$ cat config.mk
export PLATFORM = sky130hd
export DESIGN_NAME = idx_ea_gen
export DESIGN_NICKNAME = d
export VERILOG_FILES = /design/src/rtl/idx_ea_pkg.sv /design/src/rtl/idx_ea_base_mux.sv /design/src/rtl/idx_ea_offset_sel.sv /design/src/rtl/idx_ea_calc.sv /design/src/rtl/idx_ea_ptr_seq.sv /design/src/rtl/idx_ea_gen.sv
export SDC_FILE = /design/constraint.sdc
export NUM_CORES = 1
export LEC_CHECK = 0
export BUFFER_PORTS_ARGS = -buffer_cell sky130_fd_sc_hd__buf_4
export CORE_UTILIZATION = 35
export DETAILED_ROUTE_END_ITERATION = 8
export MAX_ROUTING_LAYER = met4
export PLACE_DENSITY = 0.66
export SLEW_MARGIN = 0
export SYNTH_ARGS = -nofsm -noshare
export SYNTH_HDL_FRONTEND = slang
export SYNTH_SLANG_ARGS = --single-unit
export TNS_END_PERCENT = 5
$ cat constraint.sdc
create_clock -name clk -period 1.7 [get_ports clk]
set_input_delay 0.34 -clock clk [delete_from_list [all_inputs] [get_ports clk]]
set_output_delay 0.34 -clock clk [all_outputs]
set_load 0.005 [all_outputs]
$ cat src/rtl/idx_ea_pkg.sv
package idx_ea_pkg;
  localparam int MODE_W = 4;
  localparam int SEL_W  = 2;

  localparam logic [MODE_W-1:0] MD_K5      = 4'd0;
  localparam logic [MODE_W-1:0] MD_K9      = 4'd1;
  localparam logic [MODE_W-1:0] MD_K16     = 4'd2;
  localparam logic [MODE_W-1:0] MD_ACCA    = 4'd3;
  localparam logic [MODE_W-1:0] MD_ACCB    = 4'd4;
  localparam logic [MODE_W-1:0] MD_ACCD    = 4'd5;
  localparam logic [MODE_W-1:0] MD_PREINC  = 4'd6;
  localparam logic [MODE_W-1:0] MD_PREDEC  = 4'd7;
  localparam logic [MODE_W-1:0] MD_POSTINC = 4'd8;
  localparam logic [MODE_W-1:0] MD_POSTDEC = 4'd9;
  localparam logic [MODE_W-1:0] MD_IND_K16 = 4'd10;
  localparam logic [MODE_W-1:0] MD_IND_D   = 4'd11;

  localparam logic [SEL_W-1:0] SEL_PC = 2'd3;

  function automatic logic mode_known(input logic [MODE_W-1:0] m);
    return m <= MD_IND_D;
  endfunction

  function automatic logic mode_auto(input logic [MODE_W-1:0] m);
    return (m >= MD_PREINC) && (m <= MD_POSTDEC);
  endfunction

  function automatic logic mode_pre(input logic [MODE_W-1:0] m);
    return (m == MD_PREINC) || (m == MD_PREDEC);
  endfunction

  function automatic logic mode_dec(input logic [MODE_W-1:0] m);
    return (m == MD_PREDEC) || (m == MD_POSTDEC);
  endfunction

  function automatic logic mode_ptr(input logic [MODE_W-1:0] m);
    return (m == MD_IND_K16) || (m == MD_IND_D);
  endfunction
endpackage

$ cat src/rtl/idx_ea_base_mux.sv
module idx_ea_base_mux #(
  parameter int ADDR_W = 16,
  parameter int SEL_W  = 2
) (
  input  logic [SEL_W-1:0]  sel,
  input  logic [ADDR_W-1:0] r_x,
  input  logic [ADDR_W-1:0] r_y,
  input  logic [ADDR_W-1:0] r_sp,
  input  logic [ADDR_W-1:0] r_pc,
  output logic [ADDR_W-1:0] base
);
  localparam int NREG = 1 << SEL_W;
  logic [ADDR_W-1:0] bank [NREG];

  always_comb begin
    for (int i = 0; i < NREG; i++) bank[i] = '0;
    bank[0] = r_x;
    bank[1] = r_y;
    bank[2] = r_sp;
    bank[3] = r_pc;
  end

  assign base = bank[sel];
endmodule

$ cat src/rtl/idx_ea_offset_sel.sv
module idx_ea_offset_sel
  import idx_ea_pkg::*;
#(
  parameter int ADDR_W  = 16,
  parameter int ACC_W   = 8,
  parameter int K_SHORT = 5,
  parameter int K_MID   = 9
) (
  input  logic [MODE_W-1:0] mode,
  input  logic [ADDR_W-1:0] off_field,
  input  logic [ACC_W-1:0]  acc_a,
  input  logic [ACC_W-1:0]  acc_b,
  input  logic [ADDR_W-1:0] acc_d,
  output logic [ADDR_W-1:0] off_val
);
  localparam int PAD_W = ADDR_W - ACC_W;

  logic [ADDR_W-1:0] k_short;
  logic [ADDR_W-1:0] k_mid;

  for (genvar i = 0; i < ADDR_W; i++) begin : g_ext
    if (i < K_SHORT) begin : g_s_low
      assign k_short[i] = off_field[i];
    end else begin : g_s_sign
      assign k_short[i] = off_field[K_SHORT-1];
    end
    if (i < K_MID) begin : g_m_low
      assign k_mid[i] = off_field[i];
    end else begin : g_m_sign
      assign k_mid[i] = off_field[K_MID-1];
    end
  end

  always_comb begin
    unique case (mode)
      MD_K5:               off_val = k_short;
      MD_K9:               off_val = k_mid;
      MD_K16, MD_IND_K16:  off_val = off_field;
      MD_ACCA:             off_val = {{PAD_W{1'b0}}, acc_a};
      MD_ACCB:             off_val = {{PAD_W{1'b0}}, acc_b};
      MD_ACCD, MD_IND_D:   off_val = acc_d;
      default:             off_val = '0;
    endcase
  end
endmodule

$ cat src/rtl/idx_ea_calc.sv
module idx_ea_calc
  import idx_ea_pkg::*;
#(
  parameter int ADDR_W = 16,
  parameter int STEP_W = 3
) (
  input  logic [MODE_W-1:0] mode,
  input  logic [ADDR_W-1:0] base,
  input  logic [ADDR_W-1:0] off_val,
  input  logic [STEP_W-1:0] step_field,
  output logic [ADDR_W-1:0] ea_direct,
  output logic [ADDR_W-1:0] ptr_addr,
  output logic [ADDR_W-1:0] mod_base
);
  localparam int PAD_W = ADDR_W - STEP_W;

  logic [ADDR_W-1:0] sum;
  logic [ADDR_W-1:0] step;

  assign sum  = base + off_val;
  assign step = {{PAD_W{1'b0}}, step_field} + {{(ADDR_W-1){1'b0}}, 1'b1};

  assign mod_base  = mode_dec(mode) ? (base - step) : (base + step);
  assign ptr_addr  = sum;

  always_comb begin
    if (mode_auto(mode)) ea_direct = mode_pre(mode) ? mod_base : base;
    else                 ea_direct = sum;
  end
endmodule

$ cat src/rtl/idx_ea_ptr_seq.sv
module idx_ea_ptr_seq #(
  parameter int ADDR_W = 16
) (
  input  logic              clk,
  input  logic              rst_n,
  input  logic              launch,
  input  logic [ADDR_W-1:0] launch_addr,
  input  logic              rd_ack,
  output logic              rd_req,
  output logic [ADDR_W-1:0] rd_addr,
  output logic              idle,
  output logic              fetched
);
  typedef enum logic {ST_IDLE, ST_WAIT} seq_state_e;
  seq_state_e state;

  assign idle    = (state == ST_IDLE);
  assign rd_req  = (state == ST_WAIT);
  assign fetched = rd_req && rd_ack;

  always_ff @(posedge clk or negedge rst_n) begin
    if (!rst_n) begin
      state   <= ST_IDLE;
      rd_addr <= '0;
    end else begin
      unique case (state)
        ST_IDLE: if (launch) begin
          state   <= ST_WAIT;
          rd_addr <= launch_addr;
        end
        ST_WAIT: if (rd_ack) state <= ST_IDLE;
        default: state <= ST_IDLE;
      endcase
    end
  end
endmodule

$ cat src/rtl/idx_ea_gen.sv
module idx_ea_gen
  import idx_ea_pkg::*;
#(
  parameter int ADDR_W  = 16,
  parameter int ACC_W   = 8,
  parameter int K_SHORT = 5,
  parameter int K_MID   = 9,
  parameter int STEP_W  = 3
) (
  input  logic              clk,
  input  logic              rst_n,
  input  logic              req_valid,
  input  logic [3:0]        mode,
  input  logic [1:0]        base_sel,
  input  logic [ADDR_W-1:0] offset,
  input  logic [ACC_W-1:0]  acc_a,
  input  logic [ACC_W-1:0]  acc_b,
  input  logic [ADDR_W-1:0] acc_d,
  input  logic [ADDR_W-1:0] reg_x,
  input  logic [ADDR_W-1:0] reg_y,
  input  logic [ADDR_W-1:0] reg_sp,
  input  logic [ADDR_W-1:0] reg_pc,
  output logic              rd_req,
  output logic [ADDR_W-1:0] rd_addr,
  input  logic              rd_ack,
  input  logic [ADDR_W-1:0] rd_data,
  output logic              done,
  output logic [ADDR_W-1:0] ea,
  output logic              ind_flag,
  output logic              illegal,
  output logic              wb_en,
  output logic [1:0]        wb_sel,
  output logic [ADDR_W-1:0] wb_value
);
  logic [ADDR_W-1:0] base;
  logic [ADDR_W-1:0] off_val;
  logic [ADDR_W-1:0] ea_direct;
  logic [ADDR_W-1:0] ptr_addr;
  logic [ADDR_W-1:0] mod_base;
  logic              seq_idle;
  logic              fetched;

  // Named internal events, observed by the bound checker.
  logic accept;
  logic bad_req;
  logic launch_read;
  logic auto_ok;

  assign accept      = req_valid && seq_idle;
  assign bad_req     = !mode_known(mode) || (mode_auto(mode) && (base_sel == SEL_PC));
  assign launch_read = accept && !bad_req && mode_ptr(mode);
  assign auto_ok     = mode_auto(mode) && !bad_req;

  idx_ea_base_mux #(.ADDR_W(ADDR_W), .SEL_W(SEL_W)) u_base (
    .sel  (base_sel),
    .r_x  (reg_x),
    .r_y  (reg_y),
    .r_sp (reg_sp),
    .r_pc (reg_pc),
    .base (base)
  );

  idx_ea_offset_sel #(
    .ADDR_W(ADDR_W), .ACC_W(ACC_W), .K_SHORT(K_SHORT), .K_MID(K_MID)
  ) u_off (
    .mode      (mode),
    .off_field (offset),
    .acc_a     (acc_a),
    .acc_b     (acc_b),
    .acc_d     (acc_d),
    .off_val   (off_val)
  );

  idx_ea_calc #(.ADDR_W(ADDR_W), .STEP_W(STEP_W)) u_calc (
    .mode       (mode),
    .base       (base),
    .off_val    (off_val),
    .step_field (offset[STEP_W-1:0]),
    .ea_direct  (ea_direct),
    .ptr_addr   (ptr_addr),
    .mod_base   (mod_base)
  );

  idx_ea_ptr_seq #(.ADDR_W(ADDR_W)) u_seq (
    .clk         (clk),
    .rst_n       (rst_n),
    .launch      (launch_read),
    .launch_addr (ptr_addr),
    .rd_ack      (rd_ack),
    .rd_req      (rd_req),
    .rd_addr     (rd_addr),
    .idle        (seq_idle),
    .fetched     (fetched)
  );

  always_ff @(posedge clk or negedge rst_n) begin
    if (!rst_n) begin
      done     <= 1'b0;
      ea       <= '0;
      ind_flag <= 1'b0;
      illegal  <= 1'b0;
      wb_en    <= 1'b0;
      wb_sel   <= '0;
      wb_value <= '0;
    end else begin
      done <= 1'b0;
      if (fetched) begin
        done     <= 1'b1;
        ea       <= rd_data;
        ind_flag <= 1'b1;
        illegal  <= 1'b0;
        wb_en    <= 1'b0;
        wb_value <= '0;
      end else if (accept && !launch_read) begin
        done     <= 1'b1;
        ea       <= bad_req ? '0 : ea_direct;
        ind_flag <= 1'b0;
        illegal  <= bad_req;
        wb_en    <= auto_ok;
        wb_sel   <= base_sel;
        wb_value <= auto_ok ? mod_base : '0;
      end
    end
  end
endmodule

==> reports/summary.txt, run 1 <==
most frequent cells in the layout = buf_4 (347), nand2_1 (77), dfrtp_1 (55), a21oi_1 (33), o21ai_0 (28)
max_cap viols = 0
ys flop type = dfrtp_1
max-slew violation count = 0
Async SR Flop Fraction = 1.00
Max Fclk = 357 MHz
Hold Crit Depth = 2
Max-slew headroom = 0.653
Ys Warns = 0
clk slew on worst S/H paths = 70 ps
cell area after placement = 0.00771 mm²
mapped cell area = 0.00484 mm²
die width = 120 µm
PwrDens = 792 mW/mm²
Worst Setup Slack, final = -1100 ps
minimum clock period = 2800 ps
post-route cell area = 0.00870 mm²
number of I/O pins = 193
GR Overflow Total = 0
num rows = 42
hold endpoint = u_seq.rd_req
internal reg-to-reg setup slack = 80 ps
clock root buffer = clkbuf_16
crit share post-route = 1.65
utilization after layout = 0.652
Post-synth EDFFs = 0
via count of the routed design = 5872
CTS tree = done
Lkg Pwr = 4.19 nW
1st-iter DRT viols = 326
worst setup path category = primary input to flip-flop
R2R Path End = ea[14]
peak supply drop = 0.393 mV
Die Ht = 120 µm
diode count = 0
H-tree lvl count = 2
Worst Min Path Start = rd_ack
I/O Buffers = 192
failing checks = negative setup slack
Layout area overhead = 79.8%
Avg Cell Area, Syn = 8.67 µm²
cts bufs inserted = 5
hpwl dp = 16500 µm
metal3 WL = 1110 µm
met2 routed WL = 9990 µm
Yosys cell types = 64
initial antenna violation count = 0
worst-case clock skew = 8.17 ps
Fin Setup TNS = -35760 ps
RSZ-0062 raised after global routing = true
Tightest Pin Transition = 518 ps
die area = 0.0143 mm²
most common cell after layout, fill and taps aside = buf_4
final-stage net count = 1080
status = finished, violations left
Required @ worst endpoint = 1910 ps
WL/cell = 18.6 µm
highest routed layer = met4
Syn Nets = 730
Synth Instances = 558
clk sinks = 55
Initial Util = 0.362
r2r startpoint = u_seq.rd_req
first-pass GRT wire length = 31000 µm
Avg Vias per Cell = 5.41
Final setup viols = 46
CP arrival = 3010 ps
flops & latches, synth = 55
maximum clock path buffer count = 2
GP Congestion = 0.948
Post-route DRC = 0
post-route ant nets = 0
share of layout cells above drive strength 1 = 0.558
final hold vios = 0
register area share after synthesis = 0.285
Min-Delay Path Class = primary input to flip-flop
iteration count of the initial detailed-routing pass = 5
core area = 0.0133 mm²
r2r worst-path depth = 6
GR Util All Layers = 0.289
startpoint types = primary input
largest net degree at the start of global routing = 30
CP endpoint kind = flip-flop
Post-Place Worst Slack = -1610 ps
final wirelength = 20100 µm
vias in the first global route = 5939
Met1 Wirelength = 8580 µm
Clk Latency, worst-skew pair = 300 ps
critical path fanouts, max = 7
-- sequential cells by signal (all words and copies together), names as in the netlist --
signal         flops
done               1
ea                16
illegal            1
ind_flag           1
u_seq.rd_addr     16
u_seq.rd_req       1
wb_en              1
wb_sel             2
wb_value          16
-- cells in the mapped netlist, types with 4 or more instances --
master,instances,area share
a211oi_1,4,0.0062
a21o_1,8,0.012
a21oi_1,52,0.054
a221o_1,17,0.035
a22o_1,11,0.020
a22oi_1,15,0.023
a31oi_1,5,0.0065
and3_1,4,0.0052
buf_2,6,0.0062
buf_4,5,0.0078
clkbuf_1,18,0.014
dfrtp_1,55,0.28
ha_1,32,0.083
inv_1,17,0.013
mux4_2,16,0.074
nand2_1,85,0.066
nand3_1,20,0.021
nor2_1,22,0.017
nor2b_1,4,0.0052
nor3_1,4,0.0041
o211ai_1,5,0.0078
o21ai_0,56,0.058
o21bai_1,4,0.0062
o22ai_1,4,0.0052
xnor2_1,16,0.029
xor2_1,16,0.029
-- per-stage QoR --
stage               total power [W]  hold WS (ps)  instances
floorplan                   0.00322          44.4        558
global placement            0.00520           296       1064
detailed placement          0.00525           304       1064
CTS                         0.00673           241       1083
global route                0.00727           257       1085
finish                      0.00689           250       1085
-- area by class of cell --
cell class / instances / area [µm²]
inverters: 18 / 67.6
repair buffers: 373 / 3000
flip-flops and latches: 55 / 1380
fillers: 1112 / 4650
multi-input cells: 455 / 3880
clock buffers: 6 / 139
well taps: 176 / 220
clock inverters: 2 / 16.3
-- critical path, stage by stage --
cell,delay (ps)
buf_12,100
and3b_4,210
o21a_4,220
a22oi_2,150
o21ai_1,90
ha_2,200
fa_2,380
a211oi_2,290
o211ai_1,110
nand2_1,140
nand4b_1,110
a31o_2,280
a31o_2,210
o31ai_2,170
-- cell families after synthesis --
| family | share of synthesized area |
|---|---|
| buffers and inverters | 0.0427 |
| and+or+nand+nor | 0.154 |
| DFF | 0.285 |
| adders and majority gates | 0.0910 |
| AOI/OAI and AO/OA | 0.282 |
| muxes | 0.0877 |
| xor gates and xnor gates | 0.0579 |
-- per-layer routing --
| metal | vias to the layer above | GRT usage |
|---|---|---|
| met4 | 0 | 0.0797 |
| met5 | - | - |
| met2 | 234 | 0.491 |
| met3 | 32 | 0.0290 |
| met1 | 2808 | 0.366 |
| li1 | 2798 | - |
-- how the worst max path moves through the flow --
stage / startpoint / end / slack [ps]
2_1_floorplan: mode[3] / ea[14] / -1420
3_3_place_gp: mode[2] / ea[13] / -1580
3_5_place_dp: mode[2] / ea[11] / -1610
4_1_cts: offset[0] / ea[14] / -1040
5_1_grt: mode[3] / ea[10] / -1210
6_report: mode[2] / ea[14] / -1100
-- where the power goes --
group | switching [W] | internal [W] | leakage [nW]
Clock | 0.000513 | 0.000591 | 0.0731
Combinational | 0.00183 | 0.00218 | 3.40
Sequential | 0.000188 | 0.00159 | 0.711
Total | 0.00253 | 0.00436 | 4.19
-- timing repair --
item                                    4_1_cts  5_1_grt
endpoints found under the setup margin       51       48
hold buffers                                  1        0
pin swaps                                    46       28
endpoints found under the hold margin        28        0
cloned                                        0        0
buffers inserted                             12        2
gates resized for setup                     109       45
No activity file was read; power rests on OpenSTA's default activity.
==> inputs of run 2 (changes only) <==
- TNS_END_PERCENT: 5 -> unset
==> run 2 against run 1 <==
Compared with the run above: the run still ends with negative setup slack left; fmax increased by 0.25%; combinational power increased by 12%; clock power hardly changed; via count increased by 1.2%; clock skew fell by 0.68 ps; highest routed layer unchanged.
==> reports/summary.txt, run 2 (same netlist as run 1, synthesis figures left out) <==
status = finished, violations left (unchanged)
failing checks = negative setup slack (unchanged)
largest net degree at the start of global routing = 27 (was 30)
clk slew on worst S/H paths = 80 ps (was 70 ps)
Post-route DRC = 0 (unchanged)
Required @ worst endpoint = 1910 ps (about the same)
Clk Latency, worst-skew pair = 300 ps (about the same)
peak supply drop = 0.414 mV (was 0.393 mV)
Avg Vias per Cell = 5.39 (was 5.41)
internal reg-to-reg setup slack = -40 ps (was 80 ps)
max_cap viols = 0 (unchanged)
final-stage net count = 1098 (was 1080)
minimum clock period = 2790 ps (was 2800 ps)
hold endpoint = ea[7] (was u_seq.rd_req)
post-route ant nets = 0 (unchanged)
final hold vios = 0 (unchanged)
Min-Delay Path Class = primary input to flip-flop (unchanged)
Fin Setup TNS = -34940 ps (was -35760 ps)
via count of the routed design = 5945 (was 5872)
most frequent cells in the layout = buf_4 (345), nand2_1 (66), dfrtp_1 (55), buf_6 (33), a21oi_1 (24) (was buf_4 (347), nand2_1 (77), dfrtp_1 (55), a21oi_1 (33), o21ai_0 (28))
Die Ht = 120 µm (unchanged)
diode count = 0 (unchanged)
share of layout cells above drive strength 1 = 0.632 (was 0.558)
CTS tree = done (unchanged)
hpwl dp = 16500 µm (about the same)
Final Power = 0.00735 W (was 0.00689 W)
Final setup viols = 45 (was 46)
vias in the first global route = 6113 (was 5939)
num rows = 42 (unchanged)
GP Congestion = 0.918 (was 0.948)
cts bufs inserted = 5 (unchanged)
most common cell after layout, fill and taps aside = buf_4 (unchanged)
Initial Util = 0.362 (unchanged)
clock root buffer = clkbuf_16 (unchanged)
worst setup path category = primary input to flip-flop (unchanged)
Max-slew headroom = 0.669 (was 0.653)
post-route cell area = 0.00938 mm² (was 0.00870 mm²)
Layout area overhead = 94.0% (was 79.8%)
CP arrival = 3000 ps (was 3010 ps)
startpoint types = primary input (unchanged)
r2r worst-path depth = 8 (was 6)
clk sinks = 55 (unchanged)
die width = 120 µm (unchanged)
GR Util All Layers = 0.293 (was 0.289)
critical path fanouts, max = 6 (was 7)
r2r startpoint = u_seq.rd_req (unchanged)
Lkg Pwr = 4.42 nW (was 4.19 nW)
CP endpoint kind = flip-flop (unchanged)
number of I/O pins = 193 (unchanged)
top flop regs = ea: 16 flops, u_seq.rd_addr: 16 flops, wb_value: 16 flops (unchanged)
1st-iter DRT viols = 283 (was 326)
Max Fclk = 358 MHz (was 357 MHz)
PwrDens = 783 mW/mm² (was 792 mW/mm²)
first-pass GRT wire length = 31500 µm (was 31000 µm)
final wirelength = 20400 µm (was 20100 µm)
crit share post-route = 1.64 (was 1.65)
iteration count of the initial detailed-routing pass = 5 (unchanged)
worst-case clock skew = 7.50 ps (was 8.17 ps)
Tightest Pin Transition = 492 ps (was 518 ps)
RSZ-0062 raised after global routing = true (unchanged)
Worst Setup Slack, final = -1090 ps (was -1100 ps)
WL/cell = 18.5 µm (was 18.6 µm)
utilization after layout = 0.703 (was 0.652)
die area = 0.0143 mm² (unchanged)
core area = 0.0133 mm² (unchanged)
Hold Crit Depth = 3 (was 2)
I/O Buffers = 192 (unchanged)
maximum clock path buffer count = 2 (unchanged)
Worst Min Path Start = rd_data[7] (was rd_ack)
initial antenna violation count = 0 (unchanged)
H-tree lvl count = 2 (unchanged)
cell area after placement = 0.00791 mm² (was 0.00771 mm²)
max-slew violation count = 0 (unchanged)
R2R Path End = ea[14] (unchanged)
GR Overflow Total = 0 (unchanged)
[run 2: cell types whose count changed in the layout (fill, tap and decap cells not counted), sizes merged]
cell | previous run | this run
buf | 372 | 389
clkinvlp | 1 | 0
o21a | 3 | 4
clkbuf | 6 | 5
clkinv | 1 | 2
inv | 18 | 19
[run 2: layout make-up]
| cell class | instances | area, µm² |
|---|---|---|
| Sequential cell | 55 | 1380 |
| Tap cell | 176 | 220 |
| Timing Repair Buffer | 390 | 3180 |
| Fill cell | 1038 | 3970 |
| Inverter | 18 | 67.6 |
| Clock buffer | 5 | 125 |
| Clock inverter | 3 | 22.5 |
| Multi-Input combinational cell | 456 | 4390 |
[run 2: critical path, stage by stage]
cell and delay, ps:
buf_12 110, and3b_4 200, o21a_4 240, a22oi_1 180, o21ai_0 140, ha_1 310, buf_4 140, o21ai_0 240
o211ai_1 140, nand2_1 130, nand4b_1 110, a31o_2 280, a31o_2 210, o31ai_2 230
[run 2: what timing repair did]
item / in CTS / in global routing
cloned: 1 / 0
hold buffers: 1 / 0
buffers inserted: 26 / 15
endpoints found under the setup margin: 47 / 51
hold endpoints to repair: 23 / 0
resized for setup: 144 / 75
pin swaps: 95 / 70
[run 2: how the worst max path moves through the flow]
stage / to / slack, ps / depth (start not counted) / start
floorplan: ea[14] / -1420 / 15 / mode[3]
global placement: ea[15] / -1530 / 15 / mode[3]
detailed placement: ea[15] / -1540 / 16 / mode[2]
CTS: ea[14] / -1080 / 14 / mode[2]
global route: ea[14] / -1210 / 14 / mode[3]
finish: ea[14] / -1090 / 14 / mode[3]
[run 2: report_power, final]
part	switching (W)	internal (W)
clock network	0.000526	0.000554
logic	0.00203	0.00245
registers	0.000189	0.00159
[run 2: stage by stage]
step / hold WS [ps] / setup slack (ps) / std cells
2_1_floorplan: 44.4 / -1420 / 558
3_3_place_gp: 272 / -1530 / 1066
3_5_place_dp: 274 / -1540 / 1066
4_1_cts: 253 / -1080 / 1095
5_1_grt: 257 / -1210 / 1103
6_report: 245 / -1090 / 1103
[run 2: metal layers]
metal | part of all wire | track usage | vias to the layer above | routed length, µm
li1 | - | - | 2834 | -
met1 | 0.41 | 0.354 | 2845 | 8310
met5 | 0 | - | - | 0
met2 | 0.52 | 0.515 | 238 | 10600
met3 | 0.053 | 0.0356 | 28 | 1080
met4 | 0.019 | 0.0766 | 0 | 379
